==> src/rtl/pwm_center_pkg.sv <==
// Package: shared action encoding for the symmetric PWM generator.
// Assumes: 2-bit action fields, four fields per channel table.
package pwm_center_pkg;

    typedef enum logic [1:0] {
        ACT_KEEP = 2'd0,
        ACT_LOW  = 2'd1,
        ACT_HIGH = 2'd2,
        ACT_INV  = 2'd3
    } pwm_act_e;

    localparam int unsigned ACT_W   = 2;
    localparam int unsigned TABLE_W = 4 * ACT_W;

    // Next output level for a given action and current level.
    function automatic logic act_apply(input pwm_act_e a, input logic cur);
        case (a)
            ACT_LOW:  act_apply = 1'b0;
            ACT_HIGH: act_apply = 1'b1;
            ACT_INV:  act_apply = ~cur;
            default:  act_apply = cur;
        endcase
    endfunction

endpackage

==> src/rtl/pwm_tb_counter.sv <==
// Module: triangular up/down time-base counter.
// Counts 0..period then back to 0, forever; a top value of 0 parks the count.
// Assumes: period may change at any time; a count above a new top turns down.
module pwm_tb_counter #(
    parameter int unsigned CNT_W = 16
) (
    input  logic             clk,
    input  logic             rst_n,
    input  logic [CNT_W-1:0] period,
    output logic [CNT_W-1:0] cnt,
    output logic             dir_up,
    output logic             at_zero,
    output logic             at_top
);

    // Advance the count and flip direction at the ends.
    always_ff @(posedge clk) begin
        if (!rst_n) begin
            cnt    <= '0;
            dir_up <= 1'b1;
        end else if (period == '0) begin
            cnt    <= '0;
            dir_up <= 1'b1;
        end else if (dir_up) begin
            if (cnt >= period) begin
                cnt    <= cnt - 1'b1;
                dir_up <= 1'b0;
            end else begin
                cnt <= cnt + 1'b1;
            end
        end else begin
            if (cnt == '0) begin
                cnt    <= cnt + 1'b1;
                dir_up <= 1'b1;
            end else begin
                cnt <= cnt - 1'b1;
            end
        end
    end

    // Event decode from the present count.
    always_comb begin
        at_zero = (cnt == '0);
        at_top  = (cnt == period);
    end


    cnt_step_chk: assert property (@(posedge clk) disable iff (!rst_n)
        (period != '0) |=> (cnt == CNT_W'($past(cnt) + 1'b1)) || (cnt == CNT_W'($past(cnt) - 1'b1)));


    zero_turn_chk: assert property (@(posedge clk) disable iff (!rst_n)
        (cnt == '0 && period != '0) |=> (cnt == CNT_W'(1)));

endmodule

==> src/rtl/pwm_cmp_shadow.sv <==
// Module: one compare channel with a buffer register and an active register.
// Buffered mode copies the buffer at the zero event; bypass mode writes through.
// Assumes: load_evt is high for one clock per carrier cycle.
module pwm_cmp_shadow #(
    parameter int unsigned CNT_W = 16
) (
    input  logic             clk,
    input  logic             rst_n,
    input  logic             we,
    input  logic [CNT_W-1:0] wdata,
    input  logic             imm,
    input  logic             load_evt,
    output logic [CNT_W-1:0] active
);

    logic [CNT_W-1:0] buf_q;

    // Capture every write into the buffer; the last one wins.
    always_ff @(posedge clk) begin
        if (!rst_n)  buf_q <= '0;
        else if (we) buf_q <= wdata;
    end

    // Update the active value on a bypass write or at the zero event.
    always_ff @(posedge clk) begin
        if (!rst_n)              active <= '0;
        else if (we && imm)      active <= wdata;
        else if (load_evt)       active <= buf_q;
    end


    act_hold_chk: assert property (@(posedge clk) disable iff (!rst_n)
        (!load_evt && !(we && imm)) |=> $stable(active));

endmodule

==> src/rtl/pwm_action_out.sv <==
// Module: action-table driven output flop for one channel.
// Event priority: zero, then top, then the compare match in the current direction.
// Assumes: table fields [1:0] zero, [3:2] top, [5:4] up match, [7:6] down match.
module pwm_action_out
    import pwm_center_pkg::*;
#(
    parameter int unsigned CNT_W = 16
) (
    input  logic               clk,
    input  logic               rst_n,
    input  logic [CNT_W-1:0]   cnt,
    input  logic [CNT_W-1:0]   cmp,
    input  logic               dir_up,
    input  logic               at_zero,
    input  logic               at_top,
    input  logic [TABLE_W-1:0] table_i,
    output logic               pwm
);

    pwm_act_e act_sel;

    // Pick the single action that applies in this counter state.
    always_comb begin
        if (at_zero)           act_sel = pwm_act_e'(table_i[1:0]);
        else if (at_top)       act_sel = pwm_act_e'(table_i[3:2]);
        else if (cnt == cmp)   act_sel = dir_up ? pwm_act_e'(table_i[5:4])
                                                : pwm_act_e'(table_i[7:6]);
        else                   act_sel = ACT_KEEP;
    end

    // Register the output level.
    always_ff @(posedge clk) begin
        if (!rst_n) pwm <= 1'b0;
        else        pwm <= act_apply(act_sel, pwm);
    end


    top_keep_chk: assert property (@(posedge clk) disable iff (!rst_n)
        (at_top && !at_zero && table_i[3:2] == 2'd0) |=> $stable(pwm));


    zero_low_chk: assert property (@(posedge clk) disable iff (!rst_n)
        (at_zero && table_i[1:0] == 2'd1) |=> !pwm);

endmodule

==> src/rtl/pwm_center_gen.sv <==
// Module: two-channel center-aligned PWM generator (top).
// One shared triangular time base; per channel a buffered compare and an action table.
// Assumes: synchronous active-low reset; all inputs in the clk domain.
module pwm_center_gen
    import pwm_center_pkg::*;
#(
    parameter int unsigned CNT_W = 16
) (
    input  logic               clk,
    input  logic               rst_n,
    input  logic [CNT_W-1:0]   period,
    input  logic [CNT_W-1:0]   cmp_a_wdata,
    input  logic               cmp_a_we,
    input  logic [CNT_W-1:0]   cmp_b_wdata,
    input  logic               cmp_b_we,
    input  logic [1:0]         cmp_imm,
    input  logic [TABLE_W-1:0] act_a,
    input  logic [TABLE_W-1:0] act_b,
    output logic               pwm_a,
    output logic               pwm_b,
    output logic [CNT_W-1:0]   tb_count,
    output logic               evt_zero,
    output logic               evt_period
);

    localparam int unsigned NCH = 2;

    logic [CNT_W-1:0]   cnt;
    logic               dir_up;
    logic               at_zero;
    logic               at_top;
    logic [CNT_W-1:0]   wdata_arr [NCH];
    logic [NCH-1:0]     we_arr;
    logic [TABLE_W-1:0] tbl_arr   [NCH];
    logic [CNT_W-1:0]   cmp_arr   [NCH];
    logic [NCH-1:0]     pwm_arr;

    // Gather per-channel ports into arrays.
    always_comb begin
        wdata_arr[0] = cmp_a_wdata;
        wdata_arr[1] = cmp_b_wdata;
        we_arr       = {cmp_b_we, cmp_a_we};
        tbl_arr[0]   = act_a;
        tbl_arr[1]   = act_b;
    end

    pwm_tb_counter #(.CNT_W(CNT_W)) u_cnt (
        .clk     (clk),
        .rst_n   (rst_n),
        .period  (period),
        .cnt     (cnt),
        .dir_up  (dir_up),
        .at_zero (at_zero),
        .at_top  (at_top)
    );

    for (genvar ch = 0; ch < NCH; ch++) begin : g_ch
        pwm_cmp_shadow #(.CNT_W(CNT_W)) u_cmp (
            .clk      (clk),
            .rst_n    (rst_n),
            .we       (we_arr[ch]),
            .wdata    (wdata_arr[ch]),
            .imm      (cmp_imm[ch]),
            .load_evt (at_zero),
            .active   (cmp_arr[ch])
        );

        pwm_action_out #(.CNT_W(CNT_W)) u_out (
            .clk     (clk),
            .rst_n   (rst_n),
            .cnt     (cnt),
            .cmp     (cmp_arr[ch]),
            .dir_up  (dir_up),
            .at_zero (at_zero),
            .at_top  (at_top),
            .table_i (tbl_arr[ch]),
            .pwm     (pwm_arr[ch])
        );
    end

    // Drive the outputs.
    always_comb begin
        pwm_a      = pwm_arr[0];
        pwm_b      = pwm_arr[1];
        tb_count   = cnt;
        evt_zero   = at_zero;
        evt_period = at_top;
    end

endmodule

==> config.mk <==
export PLATFORM = sky130hd
export DESIGN_NAME = pwm_center_gen
export DESIGN_NICKNAME = d
export VERILOG_FILES = /design/src/rtl/pwm_center_pkg.sv /design/src/rtl/pwm_tb_counter.sv /design/src/rtl/pwm_cmp_shadow.sv /design/src/rtl/pwm_action_out.sv /design/src/rtl/pwm_center_gen.sv
export SDC_FILE = /design/constraint.sdc
export NUM_CORES = 1
export LEC_CHECK = 0
export BUFFER_PORTS_ARGS = -buffer_cell sky130_fd_sc_hd__buf_2
export CAP_MARGIN = 20
export CORE_UTILIZATION = 50
export CTS_BUF_LIST = sky130_fd_sc_hd__clkbuf_4
export DETAILED_ROUTE_END_ITERATION = 6
export GPL_ROUTABILITY_DRIVEN = 0
export HOLD_SLACK_MARGIN = 0.05
export PLACE_DENSITY_LB_ADDON = 0.08
export SLEW_MARGIN = 30
export SYNTH_ARGS = -nofsm -noshare
export SYNTH_HDL_FRONTEND = slang
export SYNTH_SLANG_ARGS = --single-unit
export TNS_END_PERCENT = 30
==> constraint.sdc <==
create_clock -name clk -period 3 [get_ports clk]
set_clock_uncertainty 0.15 [all_clocks]
set_input_delay 0.3 -clock clk [delete_from_list [all_inputs] [get_ports clk]]
set_output_delay 0.3 -clock clk [all_outputs]
set_load 0.005 [all_outputs]
# Word-level counts from Yosys, hierarchy flattened
# Index checks and enable logic that the tools add are counted.
# word_totals
n_memories,0
word_cells,52
register_bits,83
out_inout_bits,20
mem_bits_rw,0
latchBits,0
mem_bits_ro,0
# op_classes
n_mux,20
mul,0
shift,0
addsub,2
eq_ne,9
order_cmp,1
reduce_logical,9
n_div,0
n_bitwise,3
# ops
operator,count
2-to-1 mux 16 bit,7
equality test 16 bit,3
logical NOT 16 bit,2
adder 16 x 1 -> 16 bit (second input constant),1
>= comparator 16 bit,1
2-to-1 mux 2 bit,8
subtractor 16 x 1 -> 16 bit (second input constant),1
equality test 2 bit (second input constant),4
one-hot mux 1 bit (3 select lines),2
nonzero test 3 bit,2
equality test 2 x 1 -> 1 bit (second input constant),2
nonzero test 2 bit,2
2-to-1 mux 1 bit,3
inverter 1 bit,3
logical AND 1 bit,2
OR reduction 2 bit,1

# Logic depth before layout (Yosys ltp)
# depth
ltp_word,6
depth_mapped,11

# Modules after synthesis
# Synthesis repeated with hierarchy kept, for this count alone.
# unflattened
hier_cells,550
area_unflattened_um2,5185.0
# modules_own_cells
mod,cells_per_inst,seq_area_each_um2,area_per_inst_um2,instances
pwm_cmp_shadow,127,640.6,1486.4,2
pwm_tb_counter,218,340.3,1616.6,1
pwm_action_out,39,20.0,297.8,2

# Worst setup path before layout
# No wires, ideal clock.
# synth_timing
kind,register to register
start,reg u_cnt.cnt[5]
end,reg u_cnt.cnt[14]
setup_ps,128
n_path_buf,1
t_arrival_ps,2393
period_less_slack_ps,2671
path_stages_with_launch,9
slack_ps,329
cell_sequence,dfxtp_1 > buf_2 > or3_4 > or4_4 > or4_4 > or3_1 > mux2i_1 > xnor2_1 > nor2_1
# synth_between
elab_chain_cells,3
word_cells_on_any_way,7
classes_between,add/sub: 2; order compare: 1; mux: 3; reduce/logical: 1
# synth_lines
element,line,text
from (decl),pwm_tb_counter.sv:10,"output logic [CNT_W-1:0] cnt,"
from (signal assigned),pwm_tb_counter.sv:26,cnt <= cnt - 1'b1;
from (signal assigned),pwm_tb_counter.sv:29,cnt <= cnt + 1'b1;
from (signal assigned),pwm_tb_counter.sv:33,cnt <= cnt + 1'b1;
subtractor 16 x 1 -> 16 bit (tied with other cells),"pwm_tb_counter.sv:26, pwm_tb_counter.sv:36",
"2-to-1 mux 16 bit, on equally long branches","pwm_tb_counter.sv:32, pwm_tb_counter.sv:25",
2-to-1 mux 16 bit (*),pwm_tb_counter.sv:24,end else if (dir_up) begin
# Mark *: on every way between the ends. The rest lies on a longest branch, timed or not.
# A chain may end at the register's enable or synchronous reset.

# Worst setup path in the final report
# layout_timing
start,reg u_cnt.cnt[4]
end,out evt_zero
# layout_between
elab_chain_cells,1
# layout_lines
element,line,text
logical NOT 16 bit,pwm_tb_counter.sv:43,at_zero = (cnt == '0);
to (decl),pwm_center_gen.sv:22,"output logic evt_zero,"
# No other way between the ends.

==> results.py <==
metrics = {
    "timing": {
        "finalCritPeriodShare": 0.950,
        "finalSetupTns_ps": 0,
        "drv_slew": 0,
        "slew-limit-headroom": 0.618,
        "worstMarginPinSlew_ps": 572,
        "max_freq_mhz": 351,
        "period_minus_slack_ps": 2850,
        "hold_viol": 0,
        "rsz0062_at_grt": "false",
        "timing.final.ws_setup_ps": 149,
        "setup_violations": 0,
        "whs_ps": 85.8,
    },
    "logic_synthesis": {
        "ys_types": 39,
        "avgSynthCellArea_sq_um": 9.30,
        "synth_top_family_by_area": "multiplexers",
        "synth_area_sq_mm": 0.00467,
        "yosys.area_share.simple": 0.173,
        "ys_warn_count": 0,
        "synth_edf_count": 0,
        "synth_fp_nets": 590,
        "yosysSeqAreaShare": 0.356,
        "synthAdderAreaFrac": 0.0482,
        "synth_xor_area_frac": 0.0882,
        "async_reset_ff_frac": 0,
        "synthCells": 502,
        "ys.flop_type": "dfxtp_1",
        "synth-compound-area-share": 0.101,
        "ys_ff_latch": 83,
        "synthMuxAreaShare": 0.181,
    },
    "global_routing": {
        "track_usage": 0.236,
        "grt_pass1_vias": 3798,
        "antenna_found_initial": 0,
        "grt_overflow": 0,
        "grt_pass1_wl_mm": 18.3,
        "grt_max_degree": 35,
    },
    "cts": {
        "clock_sinks": 83,
        "clk_path_buf_depth": 2,
        "tritoncts": "yes",
        "cts_inserted_buffers": 9,
        "clkLatencyLatePin_ps": 440,
        "h-tree-depth": 3,
        "clockRootBuffer": "clkbuf_4",
        "clk_pin_slew_ps": 140,
    },
    "routing": {
        "wl_per_cell_um": 15.0,
        "drt-total-wl_mm": 11.0,
        "drtPass1Iterations": 4,
        "ant_nets": 0,
        "post-route-drc-count": 0,
        "vias_per_cell": 5.35,
        "vias": 3914,
        "drtIter0Drc": 137,
    },
    "power_and_ir_drop": {
        "p_leak_uw": 0.00313,
        "powerDensity_mw_per_mm2": 779,
        "peakVddDrop_v": 0.000738,
    },
    "floorplan": {
        "core_sq_mm": 0.00889,
        "fp-row-count": 34,
        "die_area_sq_mm": 0.00973,
        "die_y_um": 98.6,
        "ioPinCount": 90,
        "initial_core_util": 0.525,
        "dieWidth_um": 98.6,
    },
    "worst_setup_path": {
        "critPathMaxStageDelay_ps": 510,
        "critPathKind": "reg2out",
        "critPathSlowestCell": "or4_4",
        "cp.arrival_ps": 2400,
        "critPathMostFrequentCell": "or4_4",
        "end_kind": "output port",
        "critPathLaunchType": "register",
        "cp_cell_sequence": "or3_4 > or4_4 > or4_4 > nor2_2 > buf_2",
        "cp_max_fo": 4,
        "cp.required_ps": 2550,
    },
    "placed_design": {
        "dp_cells": 683,
        "io_buffers": 89,
        "place_ws_ps": 307,
        "dp_hpwl_mm": 8.02,
    },
    "flow_run": {
        "max_cap_violations": 0,
    },
    "final_layout": {
        "area_growth_pct": 23.1,
        "layout.cells.non_filler": 732,
        "drive_above_1_share": 0.216,
        "nets": 707,
        "final_cell_mix": "89 x buf_2, 83 x dfxtp_1, 80 x mux2i_1",
        "final_common_cell": "buf_2",
        "num_antenna_cells": 0,
    },
    "hold_path": {
        "hp-class": "in2reg",
    },
    "outcome": {
        "outcome": "complete, no violations",
    },
}
-- per-stage QoR --
stage	util	cell area (sq um)	power, uW
floorplan	-	4670	3190
global placement	0.593	5270	3730
detailed placement	0.593	5270	3790
CTS	0.646	5750	4500
global route	0.646	5750	4780
finish	0.646	5750	4480
-- power by group --
group          internal [uW]  total, uW  switching (uW)
clock network            277        674             397
registers               1290       1440             153
logic                   1180       2360            1180
-- cells in the mapped netlist (7+ instances only) --
master / instances / share of area
dfxtp_1: 83 / 0.36
mux2i_1: 80 / 0.17
nand2_1: 47 / 0.038
xor2_1: 37 / 0.069
o211a_1: 33 / 0.071
nor2b_1: 32 / 0.043
nor2_1: 29 / 0.023
clkbuf_1: 25 / 0.020
inv_1: 23 / 0.018
ha_1: 18 / 0.048
nor4_1: 14 / 0.019
xnor2_1: 10 / 0.019
a21oi_1: 9 / 0.0096
nand3_1: 7 / 0.0075
or3_1: 7 / 0.0094
-- area by class of cell --
class	instances	area, sq um
Fill cell	767	3140
Timing Repair Buffer	142	951
Clock inverter	5	62.6
Clock buffer	11	82.6
Sequential cell	83	1660
Multi-Input combinational cell	360	2770
Inverter	23	86.3
Tap cell	108	135
-- routing by layer --
| metal | GRT usage | routed length (um) | part of all wire | vias up |
|---|---|---|---|---|
| met4 | 0.0953 | 210 | 0.019 | 0 |
| li1 | - | - | - | 1976 |
| met1 | 0.305 | 5270 | 0.48 | 1837 |
| met5 | 0 | 0 | 0 | - |
| met2 | 0.402 | 5180 | 0.47 | 85 |
| met3 | 0.0298 | 362 | 0.033 | 16 |
-- path summary, 6_finish.rpt --
| kind | endpoint | startpoint | cells after the start | slack, ps |
|---|---|---|---|---|
| setup / recovery | evt_zero | u_cnt.cnt[4] | 5 | 150 |
| hold / removal | g_ch[1].u_out.pwm | act_b[0] | 5 | 90 |
| setup reg to reg | u_cnt.cnt[9] | u_cnt.cnt[4] | 8 | 300 |
| hold reg to reg | g_ch[0].u_cmp.buf_q[7] | g_ch[0].u_cmp.buf_q[7] | 2 | 380 |
-- logic make-up (layout without fill, tap and decap cells) --
logic type | after synthesis | count (layout)
XOR/XNOR | 47 | 47
multiplexers | 83 | 83
flip-flops | 83 | 83
buffers and inverters | 59 | 181
AO/OA/AOI/OAI | 53 | 53
AND/OR/NAND/NOR | 159 | 159
adder cells (fa/ha/maj) | 18 | 18
-- critical path, delay by kind of cell (launching register included) --
family / cells / cell delay [ps]
simple gates: 4 / 1500
flops: 1 / 330
buf+inv: 1 / 140
-- sequential cells by signal, indices dropped and copies added, names as in the netlist --
| signal | cells |
|---|---|
| g_ch.u_cmp.active | 32 |
| g_ch.u_cmp.buf_q | 32 |
| u_cnt.cnt | 16 |
| g_ch.u_out.pwm | 2 |
| u_cnt.dir_up | 1 |
-- timing repair --
item	4_1_cts	5_1_grt
gates resized for setup	0	1
endpoints found under the setup margin	0	1
setup buffers	0	0
endpoints found under the hold margin	65	0
hold buffers	33	0
(Power assumes the default switching activity.)
